<file path="src/rtl/dram_cycle_pkg.sv">
package dram_cycle_pkg;

  typedef enum logic [2:0] {
    CK_NONE       = 3'd0,
    CK_READ       = 3'd1,
    CK_EARLY_WR   = 3'd2,
    CK_LATE_WR    = 3'd3,
    CK_RMW        = 3'd4,
    CK_ROW_REF    = 3'd5,
    CK_CBR_REF    = 3'd6,
    CK_HIDDEN_REF = 3'd7
  } cycKind_e;

  typedef enum logic [1:0] {
    RS_IDLE = 2'd0,
    RS_OPEN = 2'd1,
    RS_REF  = 2'd2
  } rowState_e;

  // control -> datapath strobes
  typedef struct packed {
    logic rowLatch;   // capture row address
    logic colAccess;  // column strobe fell inside an open row
    logic wrCol;      // that column access is an early write
    logic wrLate;     // write after the column access started
    logic holdClear;  // column strobe rose: drop held read data
    logic refStep;    // advance refresh counter
    logic driveOk;    // column strobe and output enable both low
  } dpStrobe_t;

endpackage

</file>
<file path="src/rtl/dram_sync.sv">
module dram_sync #(
  parameter int          W       = 1,
  parameter logic [W-1:0] RST_VAL = '0
) (
  input  logic         clk,
  input  logic         rstN,
  input  logic [W-1:0] din,
  output logic [W-1:0] dout
);

  logic [W-1:0] stage1;

  always_ff @(posedge clk or negedge rstN) begin
    if (!rstN) begin
      stage1 <= RST_VAL;
      dout   <= RST_VAL;
    end else begin
      stage1 <= din;
      dout   <= stage1;
    end
  end

endmodule

</file>
<file path="src/rtl/dram_cycle_ctrl.sv">
module dram_cycle_ctrl
  import dram_cycle_pkg::*;
#(
  parameter int ADDR_W = 9
) (
  input  logic              clk,
  input  logic              rstN,
  input  logic              rasN,
  input  logic              casN,
  input  logic              weN,
  input  logic              oeN,
  input  logic [ADDR_W-1:0] rowQ,
  input  logic [ADDR_W-1:0] refQ,
  input  logic              dqOe,
  output dpStrobe_t         stb,
  output logic              earlyWrite,
  output logic              cycleValid,
  output cycKind_e          cycleKind,
  output logic [ADDR_W-1:0] cycleRow
);

  logic [3:0] syncOut;
  logic [3:0] prevS;

  dram_sync #(.W(4), .RST_VAL(4'hF)) uStrobeSync (
    .clk (clk),
    .rstN(rstN),
    .din ({rasN, casN, weN, oeN}),
    .dout(syncOut)
  );

  always_ff @(posedge clk or negedge rstN) begin
    if (!rstN) prevS <= 4'hF;
    else       prevS <= syncOut;
  end

  logic rasS, casS, weS, oeS;
  assign rasS = syncOut[3];
  assign casS = syncOut[2];
  assign weS  = syncOut[1];
  assign oeS  = syncOut[0];

  logic rasFall, rasRise, casFall, casRise, weFall;
  assign rasFall = prevS[3] & ~rasS;
  assign rasRise = ~prevS[3] & rasS;
  assign casFall = prevS[2] & ~casS;
  assign casRise = ~prevS[2] & casS;
  assign weFall  = prevS[1] & ~weS;

  rowState_e         rowState;
  logic              rowHadCol;
  logic              colPending;
  cycKind_e          colKind;
  cycKind_e          refKind;
  logic [ADDR_W-1:0] refRow;
  logic              deferValid;
  cycKind_e          deferKind;
  logic [ADDR_W-1:0] deferRow;

  logic colStart, lateHit, colEnd, rasEnd;
  cycKind_e          rasKind;
  logic [ADDR_W-1:0] rasRow;

  always_comb begin
    colStart = (rowState == RS_OPEN) && casFall && !rasS;
    lateHit  = colPending && (colKind == CK_READ) && weFall && !casS;
    colEnd   = casRise && colPending;
    rasEnd   = rasRise && (((rowState == RS_OPEN) && !rowHadCol && !colStart)
                           || (rowState == RS_REF));
    rasKind  = (rowState == RS_REF) ? refKind : CK_ROW_REF;
    rasRow   = (rowState == RS_REF) ? refRow : rowQ;

    stb           = '0;
    stb.driveOk   = ~casS & ~oeS;
    stb.rowLatch  = rasFall & casS;
    stb.refStep   = rasFall & ~casS;
    stb.colAccess = colStart;
    stb.wrCol     = colStart & ~weS;
    stb.wrLate    = lateHit;
    stb.holdClear = casRise;
  end

  always_ff @(posedge clk or negedge rstN) begin
    if (!rstN) begin
      rowState   <= RS_IDLE;
      rowHadCol  <= 1'b0;
      colPending <= 1'b0;
      colKind    <= CK_NONE;
      refKind    <= CK_NONE;
      refRow     <= '0;
      earlyWrite <= 1'b0;
      deferValid <= 1'b0;
      deferKind  <= CK_NONE;
      deferRow   <= '0;
      cycleValid <= 1'b0;
      cycleKind  <= CK_NONE;
      cycleRow   <= '0;
    end else begin
      cycleValid <= 1'b0;
      cycleKind  <= CK_NONE;
      deferValid <= 1'b0;

      // report: column end wins, a coincident row end waits one clock
      if (colEnd) begin
        cycleValid <= 1'b1;
        cycleKind  <= colKind;
        cycleRow   <= rowQ;
        if (rasEnd) begin
          deferValid <= 1'b1;
          deferKind  <= rasKind;
          deferRow   <= rasRow;
        end
      end else if (rasEnd) begin
        cycleValid <= 1'b1;
        cycleKind  <= rasKind;
        cycleRow   <= rasRow;
      end else if (deferValid) begin
        cycleValid <= 1'b1;
        cycleKind  <= deferKind;
        cycleRow   <= deferRow;
      end

      // row strobe tracking
      if (rasRise) begin
        rowState <= RS_IDLE;
      end else if (rasFall) begin
        if (casS) begin
          rowState  <= RS_OPEN;
          rowHadCol <= 1'b0;
        end else begin
          rowState <= RS_REF;
          refKind  <= colPending ? CK_HIDDEN_REF : CK_CBR_REF;
          refRow   <= refQ;
        end
      end

      // column access tracking
      if (colStart) begin
        colPending <= 1'b1;
        rowHadCol  <= 1'b1;
        colKind    <= weS ? CK_READ : CK_EARLY_WR;
        earlyWrite <= ~weS;
      end else if (lateHit) begin
        colKind <= dqOe ? CK_RMW : CK_LATE_WR;
      end else if (casRise) begin
        colPending <= 1'b0;
        earlyWrite <= 1'b0;
      end
    end
  end

endmodule

</file>
<file path="src/rtl/dram_cycle_datapath.sv">
module dram_cycle_datapath
  import dram_cycle_pkg::*;
#(
  parameter int ADDR_W    = 9,
  parameter int DATA_W    = 4,
  parameter int MEM_ROW_W = 3,
  parameter int MEM_COL_W = 3
) (
  input  logic              clk,
  input  logic              rstN,
  input  logic [ADDR_W-1:0] addr,
  input  logic [DATA_W-1:0] dqIn,
  input  dpStrobe_t         stb,
  output logic [DATA_W-1:0] dqOut,
  output logic              dqOe,
  output logic [ADDR_W-1:0] rowQ,
  output logic [ADDR_W-1:0] refQ
);

  localparam int IDX_W     = MEM_ROW_W + MEM_COL_W;
  localparam int MEM_DEPTH = 1 << IDX_W;
  localparam int BUS_W     = ADDR_W + DATA_W;

  logic [BUS_W-1:0]     busS;
  logic [ADDR_W-1:0]    addrS;
  logic [DATA_W-1:0]    dinS;

  dram_sync #(.W(BUS_W), .RST_VAL('0)) uBusSync (
    .clk (clk),
    .rstN(rstN),
    .din ({addr, dqIn}),
    .dout(busS)
  );

  assign addrS = busS[BUS_W-1:DATA_W];
  assign dinS  = busS[DATA_W-1:0];

  logic [DATA_W-1:0]    memArr [MEM_DEPTH];
  logic [MEM_COL_W-1:0] colReg;
  logic [DATA_W-1:0]    holdData;
  logic                 holdValid;

  function automatic logic [IDX_W-1:0] memIdx(input logic [MEM_ROW_W-1:0] r,
                                              input logic [MEM_COL_W-1:0] c);
    return {r, c};
  endfunction

  logic [IDX_W-1:0] colIdx, lateIdx;
  assign colIdx  = memIdx(rowQ[MEM_ROW_W-1:0], addrS[MEM_COL_W-1:0]);
  assign lateIdx = memIdx(rowQ[MEM_ROW_W-1:0], colReg);

  always_ff @(posedge clk) begin
    if (stb.colAccess && stb.wrCol) memArr[colIdx]  <= dinS;
    else if (stb.wrLate)            memArr[lateIdx] <= dinS;
  end

  always_ff @(posedge clk or negedge rstN) begin
    if (!rstN) begin
      rowQ      <= '0;
      refQ      <= '0;
      colReg    <= '0;
      holdData  <= '0;
      holdValid <= 1'b0;
    end else begin
      if (stb.rowLatch) rowQ <= addrS;
      if (stb.refStep)  refQ <= refQ + 1'b1;
      if (stb.colAccess) begin
        colReg <= addrS[MEM_COL_W-1:0];
        if (stb.wrCol) begin
          holdValid <= 1'b0;
        end else begin
          holdData  <= memArr[colIdx];
          holdValid <= 1'b1;
        end
      end else if (stb.holdClear) begin
        holdValid <= 1'b0;
      end
    end
  end

  assign dqOut = holdData;
  assign dqOe  = holdValid & stb.driveOk;

endmodule

</file>
<file path="src/rtl/dram_cycle_decoder.sv">
module dram_cycle_decoder
  import dram_cycle_pkg::*;
#(
  parameter int ADDR_W    = 9,
  parameter int DATA_W    = 4,
  parameter int MEM_ROW_W = 3,
  parameter int MEM_COL_W = 3
) (
  input  logic              clk,
  input  logic              rstN,
  input  logic              rasN,
  input  logic              casN,
  input  logic              weN,
  input  logic              oeN,
  input  logic [ADDR_W-1:0] addr,
  input  logic [DATA_W-1:0] dqIn,
  output logic [DATA_W-1:0] dqOut,
  output logic              dqOe,
  output logic              earlyWrite,
  output logic              cycleValid,
  output logic [2:0]        cycleKind,
  output logic [ADDR_W-1:0] cycleRow
);

  dpStrobe_t         stb;
  logic [ADDR_W-1:0] rowQ;
  logic [ADDR_W-1:0] refQ;
  cycKind_e          kindE;

  dram_cycle_ctrl #(.ADDR_W(ADDR_W)) uCtrl (
    .clk       (clk),
    .rstN      (rstN),
    .rasN      (rasN),
    .casN      (casN),
    .weN       (weN),
    .oeN       (oeN),
    .rowQ      (rowQ),
    .refQ      (refQ),
    .dqOe      (dqOe),
    .stb       (stb),
    .earlyWrite(earlyWrite),
    .cycleValid(cycleValid),
    .cycleKind (kindE),
    .cycleRow  (cycleRow)
  );

  dram_cycle_datapath #(
    .ADDR_W   (ADDR_W),
    .DATA_W   (DATA_W),
    .MEM_ROW_W(MEM_ROW_W),
    .MEM_COL_W(MEM_COL_W)
  ) uDp (
    .clk  (clk),
    .rstN (rstN),
    .addr (addr),
    .dqIn (dqIn),
    .stb  (stb),
    .dqOut(dqOut),
    .dqOe (dqOe),
    .rowQ (rowQ),
    .refQ (refQ)
  );

  assign cycleKind = kindE;

endmodule

</file>
<file path="config.mk">
export PLATFORM = sky130hd
export DESIGN_NAME = dram_cycle_decoder
export DESIGN_NICKNAME = d
export VERILOG_FILES = /design/src/rtl/dram_cycle_pkg.sv /design/src/rtl/dram_sync.sv /design/src/rtl/dram_cycle_ctrl.sv /design/src/rtl/dram_cycle_datapath.sv /design/src/rtl/dram_cycle_decoder.sv
export SDC_FILE = /design/constraint.sdc
export NUM_CORES = 1
export LEC_CHECK = 0
export ABC_AREA = 1
export BUFFER_PORTS_ARGS = -buffer_cell sky130_fd_sc_hd__buf_2
export CORE_AREA = 2 2 252 130
export CTS_CLUSTER_SIZE = 14
export DETAILED_ROUTE_END_ITERATION = 8
export DIE_AREA = 0 0 254 132
export PLACE_DENSITY_LB_ADDON = 0.2
export SLEW_MARGIN = 15
export SYNTH_ARGS = -nofsm -noshare
export SYNTH_HDL_FRONTEND = slang
export SYNTH_SLANG_ARGS = --single-unit
</file>
<file path="constraint.sdc">
create_clock -name clk -period 2.88 [get_ports clk]
set_clock_uncertainty 0.15 [all_clocks]
set_input_delay 0.72 -clock clk [delete_from_list [all_inputs] [get_ports clk]]
set_output_delay 0.72 -clock clk [all_outputs]
set_load 0.02 [all_outputs]
</file>
==> results.cfg <==
[run_status]
status = complete, no violations

[timing]
finalSetupViolCount = 0
fmax_mhz = 366
rsz0062_at_grt = yes
relSlewSlack_pct = 42.9
setup_slack_ps = 145
worst_slew_pin_slew_ps = 855
fin_crit_sh_pct = 95.0
hold_viol = 0
drv_slew = 0
post-route-min-period_ps = 2730
fin_setup_tns_ps = 0

[clock_network]
clk_pin_slew_ps = 70
cts_inserted_buffers = 34
cts.sinks = 364
worstSkewPairLatency_ps = 520
cts_tree = done
root_buffer = clkbuf_16
cts.path.max_buffers = 3
cts_htree_levels = 2

[global_route]
overflow = 0
grt_pass1_vias = 9850
grt_first_pass_wirelength_um = 59000
grt_use_total_pct = 23.3
grt_start_max_net_pins = 102
antenna_found_initial = 0

[layout]
drive_above_1_share_pct = 11.8
insertedDiodeCount = 0
fillers = 2721
nets = 1536
final_area_um2 = 17200
final_util_pct = 55.2
area_growth_pct = 11.6

[pwr]
p_total_mw = 11.6
pwr-share-seq_pct = 51.8
p_int_mw = 8.67
pwr_density_cell_nw_per_um2 = 674
clock_power_share_pct = 37.7
p_sw_mw = 2.95
p_leak_nw = 7.20
ir_drop_mv = 0.593
p_comb_share_pct = 10.5
switching_share_pct = 25.4

[floorplanning]
start_util_pct = 49.5
die_h_um = 132
die_x_um = 254
io_pins = 38
row_count = 46
die_area_um2 = 33500
core_area_um2 = 31200

[job]
timing.max_cap.violations = 0

[logic_synthesis]
yosysUniqueCellTypes = 42
yosysTopAreaCellShare_pct = 49.8
synth.area.top_cells = edfxtp_1 50%, dfrtp_1 16%, nand2_1 9.4%, nand3_1 5.2%, inv_1 4.4%
synth_ff_type = edfxtp_1
synth-edff-count = 256
syn_avg_cell_area_um2 = 10.4
syn-instance-count = 1478
yosysSeqAreaShare_pct = 67.4
async_flop_share_pct = 29.7
yosys_warnings = 0
synth_nets = 1500
synth-seq-cells = 364
yosysTopAreaCell = edfxtp_1
syn_area_um2 = 15400

[setup_path]
rr_startpoint = uCtrl.prevS[2]$_DFF_PN1_
reg2reg_to = uDp.memArr[16][0]$_DFFE_PP_
r2r_slack_ps = 150
critPathKind = reg2reg
worstSetupStartpointType = register
r2r_cells = 8
crit_fanout = 8
worst_ep_required_time_ps = 2910
crit_path_end_kind = register
arrival_ps = 2770

[route]
routedWlPerCell_um = 19.2
totalWireLength_um = 37800
routed_via_density = 5.23
dr_total_vias = 10300
drt_iter0_drc = 1151
ant_nets = 0
firstDrtPassIters = 6
drcViolationCount = 0

[min_path]
hold_path_class = in2async

[placed_design]
io_buffers = 37
gp_congestion = 0.821
hpwl_um = 24000
dp_slack_ps = 8.46
placed_cell_area_um2 = 16200
## worst max-delay path, stage by stage (launching register included)
cell	delay, ps
dfstp_2	540
nand3_2	100
nor2_4	200
nand2_2	130
nand2_1	90
inv_1	70
nor2_1	330
nand2_1	380
nor2_1	410
## cells in the mapped netlist, types with 3 or more instances
library cell  count
dfrtp_1          97
o21ai_1           5
nor2_1          151
or2_2             5
nand2_1         385
nand2_2           4
o22ai_1          12
buf_4             8
a21oi_1           7
edfxtp_1        256
o21ai_0          68
inv_1           181
nand2_4           4
o211ai_1         15
ha_1              3
xor2_1            8
nand3_4           8
dfstp_2          11
nor2_2            3
buf_2            29
clkbuf_1         20
nand3_1         161
inv_2             9
## kinds of logic after synthesis
family                     share of synthesized area [%]
and+or+nand+nor                                     20.7
DFF                                                 67.4
buffers and inverters                               6.74
AOI/OAI and AO/OA                                   4.33
xor gates and xnor gates                           0.454
adders and majority gates                          0.243
muxes                                              0.146
## area by class of cell
type                       instances  area [um2]  share of cell area [%]
sequential                       364       10400                    60.4
multi-input combinational        860        4000                    23.2
clock buffer                      51        1020                    5.91
inverter                         193         732                    4.25
tap                              432         541                    3.14
timing repair buffer              61         480                    2.79
clock inverter                     9        43.8                   0.254
## cell usage in the layout, fill, tap and decap left out, drive strengths merged
master,count
o211ai,15
buf,61
a31oi,1
clkbuf,51
or2,6
ha,3
nand3,171
mux2,2
nand4,4
o21ai,75
nand2,393
a21oi,9
dfrtp,97
nor3,3
o21a,1
o22ai,12
a31o,1
xor2,8
inv,191
nor2,156
edfxtp,256
dfstp,11
clkinv,11
## per-layer routing
layer / track usage (%) / up-vias / routed length, um
li1: - / 4901 / -
met5: 1.14 / - / 55
met4: 4.54 / 2 / 577
met3: 7.48 / 48 / 4170
met2: 28.9 / 422 / 14300
met1: 38.8 / 4924 / 18700
## stage by stage
stage / hold slack (ps) / std cells
after global placement: 183 / 1910
after floorplan: 181 / 1478
after detailed placement: 185 / 1910
final: 46.2 / 1970
after CTS: 50.5 / 1970
after global routing: 72.9 / 1970
## power groups by stage
stage          clock network [mW]  registers, mW  logic (mW)
2_1_floorplan                   0           6.17       0.682
3_3_place_gp                    0           6.12        1.20
3_5_place_dp                    0           6.12        1.21
4_1_cts                      4.44           6.02        1.21
5_1_grt                      4.67           6.04        1.36
6_report                     4.38           6.02        1.22
## flip-flops by register name, summed over array words and instances (netlist names), 2 cells and up
name,cells
uCtrl.deferRow,9
uDp.colReg,3
uCtrl.colKind,3
uDp.uBusSync.stage1,13
uDp.memArr,256
uDp.refQ,9
uCtrl.refRow,9
uCtrl.refKind,2
uDp.dqOut,4
uDp.rowQ,9
uDp.uBusSync.dout,13
uCtrl.cycleKind,3
uCtrl.deferKind,3
uCtrl.uStrobeSync.stage1,4
uCtrl.cycleRow,9
uCtrl.rowState,2
uCtrl.uStrobeSync.dout,4
uCtrl.prevS,3
## worst max path at each step
| stage | start | end | slack, ps | cells after the start |
|---|---|---|---|---|
| finish | uCtrl.prevS[2]$_DFF_PN1_ | uDp.memArr[16][0]$_DFFE_PP_ | 150 | 8 |
| global route | uCtrl.prevS[2]$_DFF_PN1_ | uDp.memArr[16][0]$_DFFE_PP_ | -20 | 8 |
| CTS | uCtrl.prevS[2]$_DFF_PN1_ | uDp.memArr[15][0]$_DFFE_PP_ | 7 | 8 |
| detailed placement | uCtrl.prevS[2]$_DFF_PN1_ | uDp.memArr[15][0]$_DFFE_PP_ | 8 | 8 |
| global placement | uCtrl.prevS[2]$_DFF_PN1_ | uDp.memArr[15][0]$_DFFE_PP_ | 110 | 8 |
| floorplan | uCtrl.prevS[2]$_DFF_PN1_ | uDp.memArr[14][0]$_DFFE_PP_ | 820 | 8 |
## repair_timing
action,CTS,global route
hold buffers,0,0
gates resized for setup,0,4
setup endpoints to repair,0,125
setup buffers,0,0
hold endpoints to repair,0,0
No activity file was read; power rests on OpenSTA's default activity.
